--- src/rtl/npc_pkg.sv ---
package npc_pkg;

  // Branch condition codes; the encoding is shared with the decoder.
  localparam logic [2:0] CodeEq  = 3'b000;
  localparam logic [2:0] CodeNe  = 3'b001;
  localparam logic [2:0] CodeLt  = 3'b100;
  localparam logic [2:0] CodeGe  = 3'b101;
  localparam logic [2:0] CodeLtu = 3'b110;
  localparam logic [2:0] CodeGeu = 3'b111;

  // Index of each comparator in the condition vector.
  localparam int CondEq   = 0;
  localparam int CondNe   = 1;
  localparam int CondLt   = 2;
  localparam int CondGe   = 3;
  localparam int CondLtu  = 4;
  localparam int CondGeu  = 5;
  localparam int NumConds = 6;

  // Strobes from control to datapath.
  typedef struct packed {
    logic redirect;     // leave the sequential path
    logic baseFromReg;  // target base is opA, low bit cleared
  } npcStrobe_t;

endpackage

--- src/rtl/npc_cmp.sv ---
module npc_cmp
  import npc_pkg::*;
#(
  parameter int XLEN = 32
) (
  input  logic [XLEN-1:0]     opA,
  input  logic [XLEN-1:0]     opB,
  output logic [NumConds-1:0] condVec
);

  logic eqRaw;
  logic ltSigned;
  logic ltUnsigned;

  // Independent comparators, one per condition.
  assign eqRaw      = (opA == opB);
  assign ltSigned   = ($signed(opA) < $signed(opB));
  assign ltUnsigned = (opA < opB);

  always_comb begin
    condVec          = '0;
    condVec[CondEq]  = eqRaw;
    condVec[CondNe]  = (opA != opB);
    condVec[CondLt]  = ltSigned;
    condVec[CondGe]  = ($signed(opA) >= $signed(opB));
    condVec[CondLtu] = ltUnsigned;
    condVec[CondGeu] = (opA >= opB);
  end

endmodule

--- src/rtl/npc_ctrl.sv ---
module npc_ctrl
  import npc_pkg::*;
(
  input  logic [NumConds-1:0] condVec,
  input  logic                brValid,
  input  logic [2:0]          brFunc,
  input  logic                jalSel,
  input  logic                jalrSel,
  output npcStrobe_t          strobe
);

  logic condHit;

  always_comb begin
    unique case (brFunc)
      CodeEq:  condHit = condVec[CondEq];
      CodeNe:  condHit = condVec[CondNe];
      CodeLt:  condHit = condVec[CondLt];
      CodeGe:  condHit = condVec[CondGe];
      CodeLtu: condHit = condVec[CondLtu];
      CodeGeu: condHit = condVec[CondGeu];
      default: condHit = 1'b0;
    endcase
  end

  // Priority: register jump, then PC-relative jump, then branch.
  always_comb begin
    strobe = '0;
    if (jalrSel) begin
      strobe.redirect    = 1'b1;
      strobe.baseFromReg = 1'b1;
    end else if (jalSel) begin
      strobe.redirect    = 1'b1;
    end else if (brValid) begin
      strobe.redirect    = condHit;
    end
  end

endmodule

--- src/rtl/npc_dp.sv ---
module npc_dp
  import npc_pkg::*;
#(
  parameter int XLEN = 32
) (
  input  logic [XLEN-1:0] curPc,
  input  logic [XLEN-1:0] opA,
  input  logic [XLEN-1:0] immExt,
  input  npcStrobe_t      strobe,
  output logic [XLEN-1:0] nextPc,
  output logic [XLEN-1:0] linkPc
);

  localparam logic [XLEN-1:0] InsnBytes = XLEN'(4);
  localparam logic [XLEN-1:0] LsbClear  = ~XLEN'(1);

  logic [XLEN-1:0] seqPc;
  logic [XLEN-1:0] baseVal;
  logic [XLEN-1:0] sumVal;
  logic [XLEN-1:0] target;

  assign seqPc   = curPc + InsnBytes;
  assign baseVal = strobe.baseFromReg ? opA : curPc;
  assign sumVal  = baseVal + immExt;
  assign target  = strobe.baseFromReg ? (sumVal & LsbClear) : sumVal;
  assign nextPc  = strobe.redirect ? target : seqPc;
  assign linkPc  = seqPc;

endmodule

--- src/rtl/npc_unit.sv ---
module npc_unit
  import npc_pkg::*;
#(
  parameter int XLEN = 32
) (
  input  logic [XLEN-1:0] curPc,
  input  logic [XLEN-1:0] opA,
  input  logic [XLEN-1:0] opB,
  input  logic [XLEN-1:0] immExt,
  input  logic            brValid,
  input  logic [2:0]      brFunc,
  input  logic            jalSel,
  input  logic            jalrSel,
  output logic [XLEN-1:0] nextPc,
  output logic [XLEN-1:0] linkPc,
  output logic            takenOut
);

  logic [NumConds-1:0] condVec;
  npcStrobe_t          strobe;

  npc_cmp #(.XLEN(XLEN)) u_cmp (
    .opA     (opA),
    .opB     (opB),
    .condVec (condVec)
  );

  npc_ctrl u_ctrl (
    .condVec (condVec),
    .brValid (brValid),
    .brFunc  (brFunc),
    .jalSel  (jalSel),
    .jalrSel (jalrSel),
    .strobe  (strobe)
  );

  npc_dp #(.XLEN(XLEN)) u_dp (
    .curPc  (curPc),
    .opA    (opA),
    .immExt (immExt),
    .strobe (strobe),
    .nextPc (nextPc),
    .linkPc (linkPc)
  );

  assign takenOut = strobe.redirect;

endmodule

--- config.mk ---
export PLATFORM = sky130hd
export DESIGN_NAME = npc_unit
export DESIGN_NICKNAME = d
export VERILOG_FILES = /design/src/rtl/npc_pkg.sv /design/src/rtl/npc_cmp.sv /design/src/rtl/npc_ctrl.sv /design/src/rtl/npc_dp.sv /design/src/rtl/npc_unit.sv
export SDC_FILE = /design/constraint.sdc
export NUM_CORES = 1
export LEC_CHECK = 0
export ABC_AREA = 0
export BUFFER_PORTS_ARGS = -buffer_cell sky130_fd_sc_hd__buf_4
export CAP_MARGIN = 20
export CORE_MARGIN = 2
export CORE_UTILIZATION = 30
export DETAILED_ROUTE_END_ITERATION = 12
export SLEW_MARGIN = 10
export SYNTH_ARGS = -nofsm -noshare
export SYNTH_HDL_FRONTEND = slang
export SYNTH_SLANG_ARGS = --single-unit
--- constraint.sdc ---
create_clock -name vclk -period 6.45
set_input_delay 0.645 -clock vclk [all_inputs]
set_output_delay 0.645 -clock vclk [all_outputs]
set_load 0.01 [all_outputs]
==> results of run 1 <==
[layer usage]
layer	share of wire [%]	wire length [um]	up-vias	global-route usage, %
met5	0	0	-	0
li1	-	-	2118	-
met4	1.0	130	0	1.71
met1	45	5860	1893	25.8
met2	51	6570	82	34.5
met3	3.0	389	8	0.691
[where the power goes]
group          leakage, nW  internal, mW  switching (mW)
combinational         2.65         0.291           0.264
sequential               0             0               0
clock                    0             0               0
[how the worst max path moves through the flow]
stage	from	end	slack (ns)	cells after the start
2_1_floorplan	jalrSel	nextPc[29]	2.07	14
3_3_place_gp	opA[15]	nextPc[20]	1.40	13
3_5_place_dp	opA[15]	nextPc[20]	1.29	13
4_1_cts	opA[15]	nextPc[20]	1.29	13
5_1_grt	opA[15]	nextPc[20]	1.07	13
6_report	opA[15]	nextPc[20]	1.34	13
[cells in the mapped netlist, types with 2 or more instances]
| master | count | area, um2 |
|---|---|---|
| clkbuf_1 | 5 | 18.8 |
| a221oi_1 | 2 | 17.5 |
| o211ai_1 | 10 | 75.1 |
| and2_1 | 2 | 12.5 |
| and3_1 | 5 | 31.3 |
| mux2_2 | 50 | 563 |
| nor3_1 | 4 | 20.0 |
| inv_1 | 46 | 173 |
| o21bai_1 | 5 | 37.5 |
| nor2_1 | 25 | 93.8 |
| o22ai_1 | 2 | 12.5 |
| nand4_1 | 16 | 100 |
| nor2b_1 | 2 | 12.5 |
| a21o_1 | 19 | 143 |
| nand2b_1 | 8 | 50.1 |
| o21a_1 | 6 | 45.0 |
| xor2_1 | 27 | 236 |
| or4_1 | 2 | 15.0 |
| xnor2_1 | 32 | 280 |
| a21oi_1 | 38 | 190 |
| mux2_1 | 7 | 78.8 |
| buf_6 | 3 | 33.8 |
| o21ai_0 | 17 | 85.1 |
| a211oi_1 | 5 | 37.5 |
| buf_4 | 2 | 15.0 |
| and4_1 | 3 | 26.3 |
| nand2_1 | 30 | 113 |
| a31oi_1 | 6 | 37.5 |
| mux2i_1 | 5 | 50.1 |
| o31ai_1 | 3 | 22.5 |
| ha_1 | 64 | 801 |
| nand3_1 | 12 | 60.1 |
| buf_1 | 2 | 7.51 |
[metrics by stage]
stage | cells | utilization, % | hold slack, ns | worst slack [ns] | power (mW)
after global routing | 811 | 44.0 | 1.49 | 1.07 | 0.609
after CTS | 811 | 44.0 | 1.48 | 1.29 | 0.557
final | 811 | 44.0 | 1.48 | 1.34 | 0.555
after global placement | 811 | 44.0 | 1.48 | 1.40 | 0.549
after floorplan | 476 | - | 1.34 | 2.07 | 0.321
after detailed placement | 811 | 44.0 | 1.48 | 1.29 | 0.553
[layout make-up]
type	count	area share (%)
inverter	46	3.31
multi-input combinational	418	64.4
tap	147	3.52
timing repair buffer	200	28.7
[kinds of logic (layout without fill, tap and decap cells)]
kind of cell | Yosys count | count (layout) | synth area share, %
mux | 62 | 62 | 19.1
simple gates | 114 | 114 | 15.8
compound gates | 118 | 118 | 21.2
xor+xnor | 59 | 59 | 14.3
fa+ha+maj | 65 | 65 | 22.7
buf+inv | 58 | 246 | 6.86
==> run summary, run 1 <==
Most common cell after layout, fill and taps aside: buf_4
Core area: 0.0119 mm2
GP Congestion: 0.871
Total global routing overflow: 0
Worst hold start: curPc[1]
Register area: 0 um2
Final #Nets: 865
Peak VDD IR: 52.6 uV
Crit end category: output pin
Post-Synthesis Cells: 476
Final TNS setup: 0 ns
Cell mode on critical path: buf_4
Tightest Hold Check Type: primary input to output pin
RSZ-0062 raised after global routing: no
FP Rows: 40
Final max-slew violation count: 0
Crit path max fanout: 18
Synth warn: 0
Die height: 114 um
Multi-input logic area: 0.00337 mm2
Final hold violation count: 0
Vias in the first global route: 4,169
Layout fillers: 1,254
DPL Wire Length: 11,500 um
CTS hold repair buffers: 0
Rel. slew slack: 37.2%
Critical Path AT: 4.47 ns
Largest net degree at the start of global routing: 38
Lkg Pwr: 2.65 nW
# IOs: 199
Wire per inst: 16.0 um
Post-route ant nets: 0
Sequential cell count: 0
Post_cts resized: 0
Diodes inserted: 0
Die W: 114 um
Worst Max-Slew Pin Slew: 0.942 ns
WHS Endpoint: linkPc[1]
Hold path depth: 2
Most frequent cells in the layout: buf_4 (200), ha_1 (64), mux2_2 (50), inv_1 (46), a21oi_1 (38)
Postcts setup bufs: 0
Port Buffer Count: 199
Tcrit/Tclk final: 79.3%
Fraction of layout cells with a size suffix above 1: 38.3%
Critical path type: primary input to output pin
Vias per std cell: 5.06
Setup crit start kind: primary input
Tmin final: 5.11 ns
Kind of cell adding the most delay to the critical path: compound AO/OA/AOI/OAI gates
Final setup violating endpoints: 0
Post-route design area: 0.00522 mm2
Status: completed
Die ar.: 0.0129 mm2
Seq/Total Area, Yosys: 0%
Cell Area, Placed: 0.00522 mm2
Mapped Area: 0.00361 mm2
Syn Nets: 675
Unique masters post-synth: 44
DRC: 0
Crit-path cells: buf_4 -> ha_1 -> nand4_1 -> or4_1 -> a21o_1 -> o211ai_1 -> a211oi_1 -> a31oi_1 -> xnor2_1 -> a311oi_4 -> buf_4 -> mux2_2 -> buf_4
Slowest-stage cell, CP: a311oi_4
DRT Pass-1 Iters: 4
DR vias: 4,101
# clk buffers: 0
Worst EP required: 5.80 ns
Mapped Avg Cell Area: 7.59 um2
Initial Util: 30.5%
Initial antenna violation count: 0
Total track usage: 18.9%
First-pass GRT wire length: 20,300 um
Maximum clock rate: 0.196 GHz
MaxCap Viol Count: 0
Layout overhead on the synthesized area: 44.6%
Buffers and inverters on the worst path: 3
Slowest stage delay, CP: 0.86 ns
DRT iter0 DRCs: 161
Power per cell area: 106 mW/mm2
WL final: 13,000 um
(Power assumes the default switching activity.)
==> inputs of run 2 (changes only) <==
==> constraint.sdc (replaced) <==
create_clock -name vclk -period 4.9
set_input_delay 0.49 -clock vclk [all_inputs]
set_output_delay 0.49 -clock vclk [all_outputs]
set_load 0.01 [all_outputs]
==> run 2 against run 1 <==
Wire length fell by 1.1%. Non-clock buffer count did not move. Die area did not move. Via count rose by 1.7%. Global-route usage fell by 0.78 points. Power rose by 32%. Final area did not move. Count of clock-buffer cells in the layout did not move. Setup slack got worse by 0.76 ns. Critical path type unchanged. Highest routed layer unchanged. Largest power group unchanged. First-iteration DRC count rose by 37%.
==> run summary, run 2 (synthesis gave the netlist of run 1 again) <==
DPL Wire Length: 11,300 um (-1.6%)
Slowest stage delay, CP: 0.40 ns (-0.46 ns)
Critical path type: primary input to output pin
Status: completed
Maximum clock rate: 0.232 GHz
Total global routing overflow: 0 (unchanged)
Initial Util: 30.5% (unchanged)
Lkg Pwr: 2.65 nW (unchanged)
Cell count along the critical path: 13 (unchanged)
Tcrit/Tclk final: 88.1%
CTS hold repair buffers: 0 (unchanged)
Setup crit start kind: primary input
Die height: 114 um (unchanged)
Layout overhead on the synthesized area: 44.6% (unchanged)
Vias per std cell: 5.14 (+1.7%)
Fraction of layout cells with a size suffix above 1: 38.3% (unchanged)
DRC: 0 (unchanged)
Total chip power: 0.730 mW (+32%)
Final #Nets: 865 (unchanged)
Net switching power: 0.347 mW (+31%)
Clock power share: 0% (unchanged)
Power per cell area: 140 mW/mm2 (+32%)
Final TNS setup: 0 ns (unchanged)
Switching Share: 47.6% (about the same)
Diodes inserted: 0 (unchanged)
Kind of cell adding the most delay to the critical path: compound AO/OA/AOI/OAI gates
Crit-path cells: buf_4 -> mux2_2 -> ha_1 -> a21o_1 -> o21bai_1 -> o21a_1 -> o211ai_1 -> o211ai_1 -> a21oi_1 -> a21oi_1 -> xor2_1 -> mux2_1 -> buf_4
P_int: 0.383 mW (+32%)
Slowest-stage cell, CP: buf_4
# clk buffers: 0 (unchanged)
Critical Path AT: 3.83 ns (-0.64 ns)
Rel. slew slack: 58.7% (+21 points)
Buffers and inverters on the worst path: 2 (-1)
Setup crit end: nextPc[29]
Tmin final: 4.32 ns
Comb power frac: 100.0% (about the same)
Die W: 114 um (unchanged)
Port Buffer Count: 199 (unchanged)
DRT Pass-1 Iters: 4 (unchanged)
First-pass GRT wire length: 19,400 um (-4.4%)
Crit end category: output pin
Total track usage: 18.1% (-0.78 points)
Vias in the first global route: 4,073 (-2.3%)
Initial antenna violation count: 0 (unchanged)
WL final: 12,800 um (-1.1%)
MaxCap Viol Count: 0 (unchanged)
Sequential cell count: 0 (unchanged)
Wire per inst: 15.8 um (-1.1%)
Post-route ant nets: 0 (unchanged)
GP Congestion: 0.836 (-4.0%)
Crit path max fanout: 37 (+19)
Worst Max-Slew Pin Slew: 0.615 ns (-0.326 ns)
Hold WS: 1.17 ns (-0.311 ns)
Post_cts resized: 0 (unchanged)
RSZ-0062 raised after global routing: no
Die ar.: 0.0129 mm2 (unchanged)
# IOs: 199 (unchanged)
Final max-slew violation count: 0 (unchanged)
DRT iter0 DRCs: 220 (+37%)
Most frequent cells in the layout: buf_4 (200), ha_1 (64), mux2_2 (50), inv_1 (46), a21oi_1 (38)
Largest net degree at the start of global routing: 38 (unchanged)
DR vias: 4,169 (+1.7%)
Core area: 0.0119 mm2 (unchanged)
Final setup violating endpoints: 0 (unchanged)
Final hold violation count: 0 (unchanged)
Final WS setup: 0.581 ns (-0.757 ns)
Worst Setup SP: jalrSel
Peak VDD IR: 54.8 uV (+4.2%)
Post-Place Worst Slack: 0.578 ns (-0.712 ns)
Register area: 0 um2 (unchanged)
Worst EP required: 4.41 ns (-1.39 ns)
Postcts setup bufs: 0 (unchanged)
Tightest Hold Check Type: primary input to output pin
Most common cell after layout, fill and taps aside: buf_4
FP Rows: 40 (unchanged)
Sequential fraction of design power: 0% (unchanged)
run 2: routing by layer:
metal / global-route usage, % / vias up / wire, um
met2: 33.7 / 113 / 6440
met1: 23.9 / 1930 / 5710
met3: 0.903 / 14 / 497
li1: - / 2112 / -
met5: 0 / - / 0
met4: 2.20 / 0 / 163
run 2: area by class of cell:
class                      count  area (um2)
timing repair buffer         200        1500
inverter                      46         173
tap                          147         184
fill                        1221        6640
multi-input combinational    418        3370
run 2: how the worst min path moves through the flow:
stage                        start  cells past startpoint         to  slack (ns)
after floorplan           curPc[2]                      1  linkPc[2]        1.03
after detailed placement  curPc[0]                      2  linkPc[0]        1.17
final                     curPc[0]                      2  linkPc[0]        1.17
after global placement    curPc[0]                      2  linkPc[0]        1.17
after global routing      curPc[1]                      2  linkPc[1]        1.17
after CTS                 curPc[0]                      2  linkPc[0]        1.17
run 2: metrics by stage:
stage / area, um2 / std cells / util [%]
floorplan: 3610 / 476 / -
global placement: 5220 / 811 / 44.0
detailed placement: 5220 / 811 / 44.0
CTS: 5220 / 811 / 44.0
global route: 5220 / 811 / 44.0
finish: 5220 / 811 / 44.0
run 2: power groups by stage:
stage	combinational, mW	clock [mW]	sequential (mW)
floorplan	0.422	0	0
global placement	0.722	0	0
detailed placement	0.727	0	0
CTS	0.732	0	0
global route	0.797	0	0
finish	0.730	0	0
